===== src/rtl/bishift_pkg.sv =====
package bishift_pkg;
  localparam int unsigned BS_STAGES = 32;

  typedef enum logic {
    BS_TOWARD_HI = 1'b0,
    BS_TOWARD_LO = 1'b1
  } bs_dir_e;
endpackage


===== src/rtl/bishift_feed.sv =====
module bishift_feed (
  input  logic recirc,
  input  logic sin_lft,
  input  logic sin_rgt,
  input  logic top_bit,
  input  logic bot_bit,
  output logic enter_lo,
  output logic enter_hi
);
  always_comb begin
    enter_lo = recirc ? top_bit : sin_lft;
    enter_hi = recirc ? bot_bit : sin_rgt;
  end
endmodule


===== src/rtl/bishift_row.sv =====
module bishift_row
  import bishift_pkg::*;
#(
  parameter int unsigned STAGES = BS_STAGES
) (
  input  logic              clk,
  input  logic              rst,
  input  logic              advance,
  input  bs_dir_e           dir,
  input  logic              enter_lo,
  input  logic              enter_hi,
  output logic [STAGES-1:0] q
);
  localparam int unsigned LAST = STAGES - 1;

  for (genvar i = 0; i < STAGES; i++) begin : g_stage
    logic from_below;
    logic from_above;

    if (i == 0) begin : g_lo_end
      assign from_below = enter_lo;
    end else begin : g_lo_mid
      assign from_below = q[i-1];
    end

    if (i == LAST) begin : g_hi_end
      assign from_above = enter_hi;
    end else begin : g_hi_mid
      assign from_above = q[i+1];
    end

    always_ff @(posedge clk) begin
      if (rst) begin
        q[i] <= 1'b0;
      end else if (advance) begin
        q[i] <= (dir == BS_TOWARD_LO) ? from_above : from_below;
      end
    end
  end


  freeze_row_chk: assert property (@(posedge clk) disable iff (rst)
    !advance |=> $stable(q));
endmodule


===== src/rtl/bishift_ring.sv =====
module bishift_ring
  import bishift_pkg::*;
#(
  parameter int unsigned STAGES = BS_STAGES
) (
  input  logic clk,
  input  logic rst,
  input  logic hold,
  input  logic dir_right,
  input  logic recirc,
  input  logic sin_lft,
  input  logic sin_rgt,
  output logic sout_lft,
  output logic sout_rgt
);
  localparam int unsigned LAST = STAGES - 1;

  logic [STAGES-1:0] stages;
  logic              enter_lo;
  logic              enter_hi;
  bs_dir_e           dir;

  assign dir = bs_dir_e'(dir_right);

  bishift_feed u_feed (
    .recirc   (recirc),
    .sin_lft  (sin_lft),
    .sin_rgt  (sin_rgt),
    .top_bit  (stages[LAST]),
    .bot_bit  (stages[0]),
    .enter_lo (enter_lo),
    .enter_hi (enter_hi)
  );

  bishift_row #(.STAGES(STAGES)) u_row (
    .clk      (clk),
    .rst      (rst),
    .advance  (!hold),
    .dir      (dir),
    .enter_lo (enter_lo),
    .enter_hi (enter_hi),
    .q        (stages)
  );

  assign sout_lft = stages[LAST];
  assign sout_rgt = stages[0];


  reset_clear_chk: assert property (@(posedge clk)
    rst |=> (!sout_lft && !sout_rgt));


  hi_entry_chk: assert property (@(posedge clk) disable iff (rst)
    (!hold && !dir_right && !recirc) |=> (sout_rgt == $past(sin_lft)));


  lo_entry_chk: assert property (@(posedge clk) disable iff (rst)
    (!hold && dir_right && !recirc) |=> (sout_lft == $past(sin_rgt)));


  hold_freeze_chk: assert property (@(posedge clk) disable iff (rst)
    hold |=> ($stable(sout_lft) && $stable(sout_rgt)));


  wrap_hi_chk: assert property (@(posedge clk) disable iff (rst)
    (!hold && !dir_right && recirc) |=> (sout_rgt == $past(sout_lft)));


  wrap_lo_chk: assert property (@(posedge clk) disable iff (rst)
    (!hold && dir_right && recirc) |=> (sout_lft == $past(sout_rgt)));
endmodule


===== config.mk =====
export PLATFORM = sky130hd
export DESIGN_NAME = bishift_ring
export DESIGN_NICKNAME = d
export VERILOG_FILES = /design/src/rtl/bishift_pkg.sv /design/src/rtl/bishift_feed.sv /design/src/rtl/bishift_row.sv /design/src/rtl/bishift_ring.sv
export SDC_FILE = /design/constraint.sdc
export NUM_CORES = 1
export LEC_CHECK = 0
export ABC_AREA = 1
export BUFFER_PORTS_ARGS = -buffer_cell sky130_fd_sc_hd__buf_2
export CAP_MARGIN = 15
export CORE_MARGIN = 10
export CORE_UTILIZATION = 55
export CTS_BUF_LIST = sky130_fd_sc_hd__clkbuf_8
export CTS_CLUSTER_DIAMETER = 60
export DETAILED_ROUTE_END_ITERATION = 12
export HOLD_SLACK_MARGIN = 0.05
export PLACE_DENSITY = 0.74
export SYNTH_ARGS = -nofsm -noshare
export SYNTH_HDL_FRONTEND = slang
export SYNTH_SLANG_ARGS = --single-unit

===== constraint.sdc =====
create_clock -name clk -period 1.06 [get_ports clk]
set_clock_uncertainty 0.2 [all_clocks]
set_input_delay 0.265 -clock clk [delete_from_list [all_inputs] [get_ports clk]]
set_output_delay 0.265 -clock clk [all_outputs]
set_load 0.01 [all_outputs]

==> flow_metrics.tcl, run 1 <==
set metrics [dict create \
    synth_fp_nets 285 \
    clock_latency_ps 280 \
    period_needed_ps 1190 \
    numCtsBuffers 5 \
    syn_avg_cell_area_um2 6.61 \
    grt_pass1_wl_mm 5.80 \
    syn2layout_area_growth_pct 11.2 \
    diodes 0 \
    antenna_found_initial 0 \
    worst_slack_ps -134 \
    rows 20 \
    gp_congestion 0.730 \
    met1_usage_pct 14.3 \
    synth-seq-cells 32 \
    cp.required_ps 590 \
    path_class "flop to output port" \
    ys_types 15 \
    met2_usage_pct 17.3 \
    post_drt_wl_per_cell_um 10.0 \
    critical_path.max_fanout 2 \
    synth_warnings 0 \
    synth.area.top_cells "dfxtp_1 35%, nand2_1 19%, nor2_2 9.5%" \
    drv_slew 0 \
    met3_usage_pct 3.46 \
    vdd.ir_drop.worst_mv 0.822 \
    hpwl_mm 2.16 \
    chipHeight_um 77.8 \
    leakage_nw 1.10 \
    crit_family "flip-flops" \
    fin_nets 297 \
    violations "negative setup slack" \
    netlist.area_leader.share_pct 34.9 \
    die-area_um2 6050 \
    post-route-period-util_pct 113 \
    core_region_area_um2 3130 \
    endpoint_kind "output port" \
    hold_viol 0 \
    yosys.area.top_type "dfxtp_1" \
    drcViolationCount 0 \
    root_buffer "clkbuf_8" \
    synth_seq_area_share_pct 34.9 \
    timing.max_slew.rel_slack_pct 84.8 \
    slowest_stage "dfxtp_2" \
    r2r_slack_ps -80 \
    routed_wirelength_mm 3.35 \
    worstSetupPathDepth 1 \
    r2r_cells 6 \
    postCtsHoldBufs 0 \
    worstReg2RegStart "u_row.g_stage[30].from_above" \
    p_per_area_nw_per_um2 1360 \
    grt_max_degree 33 \
    synth_cells 278 \
    final_cell_mix "92 x nand2_1, 38 x inv_1, 32 x nor2_1" \
    drive_gt1_share_pct 24.1 \
    drt_iter0_drc 100 \
    via_per_inst 4.73 \
    firstDrtPassIters 4 \
    fillers 286 \
    grt_setup_unrepaired "yes" \
    start_kind "flop" \
    tns_ps -367 \
    maxCapViolCount 0 \
    antenna_left 0 \
    critPathBufInv 1 \
    crit_path_start "u_row.g_stage[30].from_above" \
    cp_slowest_stage_delay_ps 330 \
    start_util_pct 58.7 \
    io_pins 9 \
    cp-endpoint "sout_lft" \
    r2r_end "u_row.g_stage[1].from_below" \
    worst_pin_slew_ps 229 \
    first_global_vias 1338 \
    clockBufferDepth 2 \
    arrival_ps 730 \
    whs_ps 97.2 \
    grt_usage_pct 11.3 \
    final_common_cell "nand2_1" \
    fmax_mhz 838 \
    cts-htree-levels 2 \
    status "finished with violations" \
    hp-class "primary input to flop" \
    cts.clk_slew.worst_paths_ps 70 \
    critical_path.cell_chain "buf_6" \
    top_usage_layer "met2" \
    setup_viol_count_final 4 \
    overflow 0 \
    numPortBuffers 8 \
    clock_sinks 32 \
    via_count 1584 \
    tritoncts "yes" \
    die_width_um 77.8 \
    synth_area_um2 1840 \
]
-- per-layer routing --
layer / share of wire [%] / routed length, µm
met1: 49 / 1630
met2: 44 / 1480
met3: 5.3 / 177
met4: 1.9 / 63
met5: 0 / 0
-- cells by family (layout without fill, tap and decap cells) --
| kind of cell | count (synthesis) | count (layout) | synth area share [%] |
|---|---|---|---|
| simple gates | 186 | 186 | 44.6 |
| compound gates | 6 | 6 | 1.63 |
| flops | 32 | 32 | 34.9 |
| buf+inv | 54 | 67 | 18.9 |
-- cell usage after synthesis --
cell / number
inv_4: 1
a21oi_1: 4
nand3_2: 2
buf_4: 5
buf_6: 4
nor2_2: 28
clkbuf_8: 4
inv_1: 36
o21ai_1: 2
buf_12: 3
nand2_1: 94
nor2_1: 32
inv_6: 1
nand3_1: 30
dfxtp_1: 32
-- metrics by stage --
step / utilization, % / instance area, µm² / total power (W) / setup slack (ps) / std cells
CTS: 63.7 / 1990 / 0.00277 / -144 / 334
global placement: 59.8 / 1870 / 0.00180 / -73.4 / 324
global route: 65.3 / 2040 / 0.00293 / -165 / 335
finish: 65.3 / 2040 / 0.00277 / -134 / 335
detailed placement: 59.8 / 1870 / 0.00181 / -98.7 / 324
floorplan: - / 1840 / 0.00174 / 17.0 / 278
-- how the worst min path moves through the flow --
stage | start | to | slack, ps | depth (start not counted)
after global placement | u_row.g_stage[30].from_above | u_row.g_stage[30].from_above | 350 | 2
after floorplan | hold | u_row.g_stage[1].from_below | 230 | 2
final | recirc | u_row.g_stage[1].from_below | 100 | 4
after CTS | recirc | u_row.g_stage[1].from_below | 90 | 4
after global routing | recirc | u_row.g_stage[1].from_below | 110 | 4
after detailed placement | u_row.g_stage[30].from_above | u_row.g_stage[30].from_above | 360 | 2
-- power by group --
part / switching (W) / internal, W / leakage, nW
combinational: 0.000260 / 0.000212 / 0.782
clock: 0.000432 / 0.000510 / 0.0538
sequential: 0.0000718 / 0.00128 / 0.265
-- area by class of cell --
class                           count  area, µm²  share of cell area [%]
Timing Repair Buffer               21        216                    10.6
Inverter                           38        150                    7.35
Clock buffer                        6       82.6                    4.04
Tap cell                           44       55.1                    2.69
Sequential cell                    32        643                    31.5
Multi-Input combinational cell    192        888                    43.5
Clock inverter                      2       7.51                   0.367
-- registers in the layout, summed over array words and instances, names as in the netlist --
| name | flops |
|---|---|
| u_row.g_stage.from_above | 29 |
| u_row.g_stage.from_below | 3 |
-- timing repair --
action	in CTS	in global routing
gates resized for setup	4	11
endpoints found under the setup margin	2	5
buffers inserted	2	2
pin swaps	0	6
No activity file was read; power rests on OpenSTA's default activity.
==> inputs of run 2 (changes only) <==
Settings changed: REMOVE_ABC_BUFFERS set to 1.
==> flow_metrics.tcl, run 2 (synthesis gave the netlist of run 1 again) <==
set metrics [dict create \
    fillers 300 \
    io_pins 9 \
    post-route-period-util_pct 112 \
    critical_path.cell_chain "buf_6" \
    violations "negative setup slack" \
    final_util_pct 64.4 \
    r2r_cells 5 \
    r2r_slack_ps 60 \
    grt_usage_pct 11.3 \
    clock_sinks 32 \
    min_to "u_row.g_stage[30].from_above" \
    critPathBufInv 1 \
    overflow 0 \
    hold_start "recirc" \
    endpoint_kind "output port" \
    dp_slack_ps -135 \
    slowest_stage "dfxtp_2" \
    fin_nets 296 \
    drv_slew 0 \
    setup_viol_count_final 2 \
    r2r_end "u_row.g_stage[1].from_below" \
    numCtsBuffers 5 \
    via_per_inst 4.60 \
    crit_family "flip-flops" \
    gp_congestion 0.758 \
    via_count 1538 \
    grt_max_degree 33 \
    worst_slack_ps -129 \
    grt_setup_unrepaired "yes" \
    dp.cells 324 \
    path_class "flop to output port" \
    hp-class "primary input to flop" \
    status "finished with violations" \
    leakage_nw 1.08 \
    numPortBuffers 8 \
    chipHeight_um 77.8 \
    post_drt_wl_per_cell_um 9.60 \
    rows 20 \
    tritoncts "yes" \
    core_region_area_um2 3130 \
    arrival_ps 720 \
    diodes 0 \
    drcViolationCount 0 \
    maxCapViolCount 0 \
    cts.clk_slew.worst_paths_ps 70 \
    start_util_pct 58.7 \
    start_kind "flop" \
    cp.required_ps 590 \
    critical_path.max_fanout 2 \
    period_needed_ps 1190 \
    die-area_um2 6050 \
    worstReg2RegStart "u_row.g_stage[30].from_above" \
    timing.max_slew.rel_slack_pct 85.2 \
    p_per_area_nw_per_um2 1370 \
    die_width_um 77.8 \
    whs_path_depth 4 \
    cts-htree-levels 2 \
    multi_input_area_um2 856 \
    syn2layout_area_growth_pct 9.67 \
    antenna_found_initial 0 \
    postCtsHoldBufs 0 \
    clockBufferDepth 2 \
    drive_gt1_share_pct 22.4 \
    drt_iter0_drc 113 \
    largest_register_ffs 29 \
    vdd.ir_drop.worst_mv 0.837 \
    ff_latch_area_um2 643 \
    worst_pin_slew_ps 221 \
    post_dp_cell_area_um2 1880 \
    grt_pass1_wl_mm 5.84 \
    fin_cells 334 \
    hpwl_mm 2.16 \
    hold_viol 0 \
    routed_wirelength_mm 3.21 \
    root_buffer "clkbuf_8" \
    first_global_vias 1373 \
    final_cell_mix "93 x nand2_1, 35 x inv_1, 32 x nor2_1" \
    cp_slowest_stage_delay_ps 330 \
    fmax_mhz 841 \
    clock_latency_ps 280 \
    final_area_um2 2010 \
    firstDrtPassIters 5 \
    final_common_cell "nand2_1" \
    antenna_left 0 \
]
## run 2: cell count changes in the layout (fill, tap and decap cells not counted)
cell | before | now
buf_6 | 3 | 2
inv_1 | 38 | 35
buf_4 | 7 | 6
a21oi_2 | 2 | 0
nand2_1 | 92 | 93
o21ai_1 | 0 | 2
a21oi_1 | 2 | 4
inv_2 | 0 | 1
buf_12 | 5 | 6
o21ai_2 | 2 | 0
clkinv_2 | 0 | 2
nand2_4 | 1 | 0
nand3_2 | 5 | 3
nand3_1 | 27 | 29
## run 2: worst min-delay path: stages
cell	delay, ps
buf_2	110
nand2_2	60
nand3_2	60
a21oi_1	50
## run 2: stage by stage
stage / power, W / setup TNS [ps] / hold slack (ps)
after CTS: 0.00280 / -269 / 86.1
after global routing: 0.00293 / -318 / 99.0
after global placement: 0.00181 / -2810 / 349
after detailed placement: 0.00182 / -3220 / 337
final: 0.00277 / -252 / 91.9
after floorplan: 0.00164 / -5340 / 213
## run 2: cell type report
type / count / share of cell area [%]
flip-flops and latches: 32 / 31.9
multi-input cells: 192 / 42.5
inverters: 38 / 7.45
well taps: 44 / 2.73
clock inverters: 2 / 0.497
clock buffers: 6 / 4.10
repair buffers: 20 / 10.8
## run 2: what timing repair did
item | CTS | global route
gates cloned | 0 | 0
endpoints found under the setup margin | 2 | 3
buffers inserted | 2 | 1
gates resized for setup | 4 | 3
## run 2: power by group
| group | total [W] | internal, W | switching (W) |
|---|---|---|---|
| Sequential | 0.00135 | 0.00128 | 0.0000702 |
| Combinational | 0.000456 | 0.000208 | 0.000248 |
| Clock | 0.000960 | 0.000517 | 0.000442 |
| Total | 0.00277 | 0.00201 | 0.000760 |
## run 2: routing by layer
metal | up-vias | GRT usage (%) | share of wire, %
met1 | 670 | 13.9 | 49
met5 | - | 0 | 0
li1 | 844 | - | -
met2 | 22 | 17.9 | 46
met4 | 0 | 4.38 | 0.84
met3 | 2 | 3.34 | 3.5
## run 2: how the worst max path moves through the flow
stage                                 start                           end  slack (ps)  cells past startpoint
2_1_floorplan                          hold   u_row.g_stage[0].from_above        -170                      4
3_5_place_dp                           hold  u_row.g_stage[11].from_below        -130                      7
5_1_grt         u_row.g_stage[1].from_below                      sout_rgt        -160                      1
4_1_cts         u_row.g_stage[1].from_below                      sout_rgt        -140                      1
3_3_place_gp                           hold  u_row.g_stage[18].from_above        -110                      6
6_report       u_row.g_stage[30].from_above                      sout_lft        -130                      1
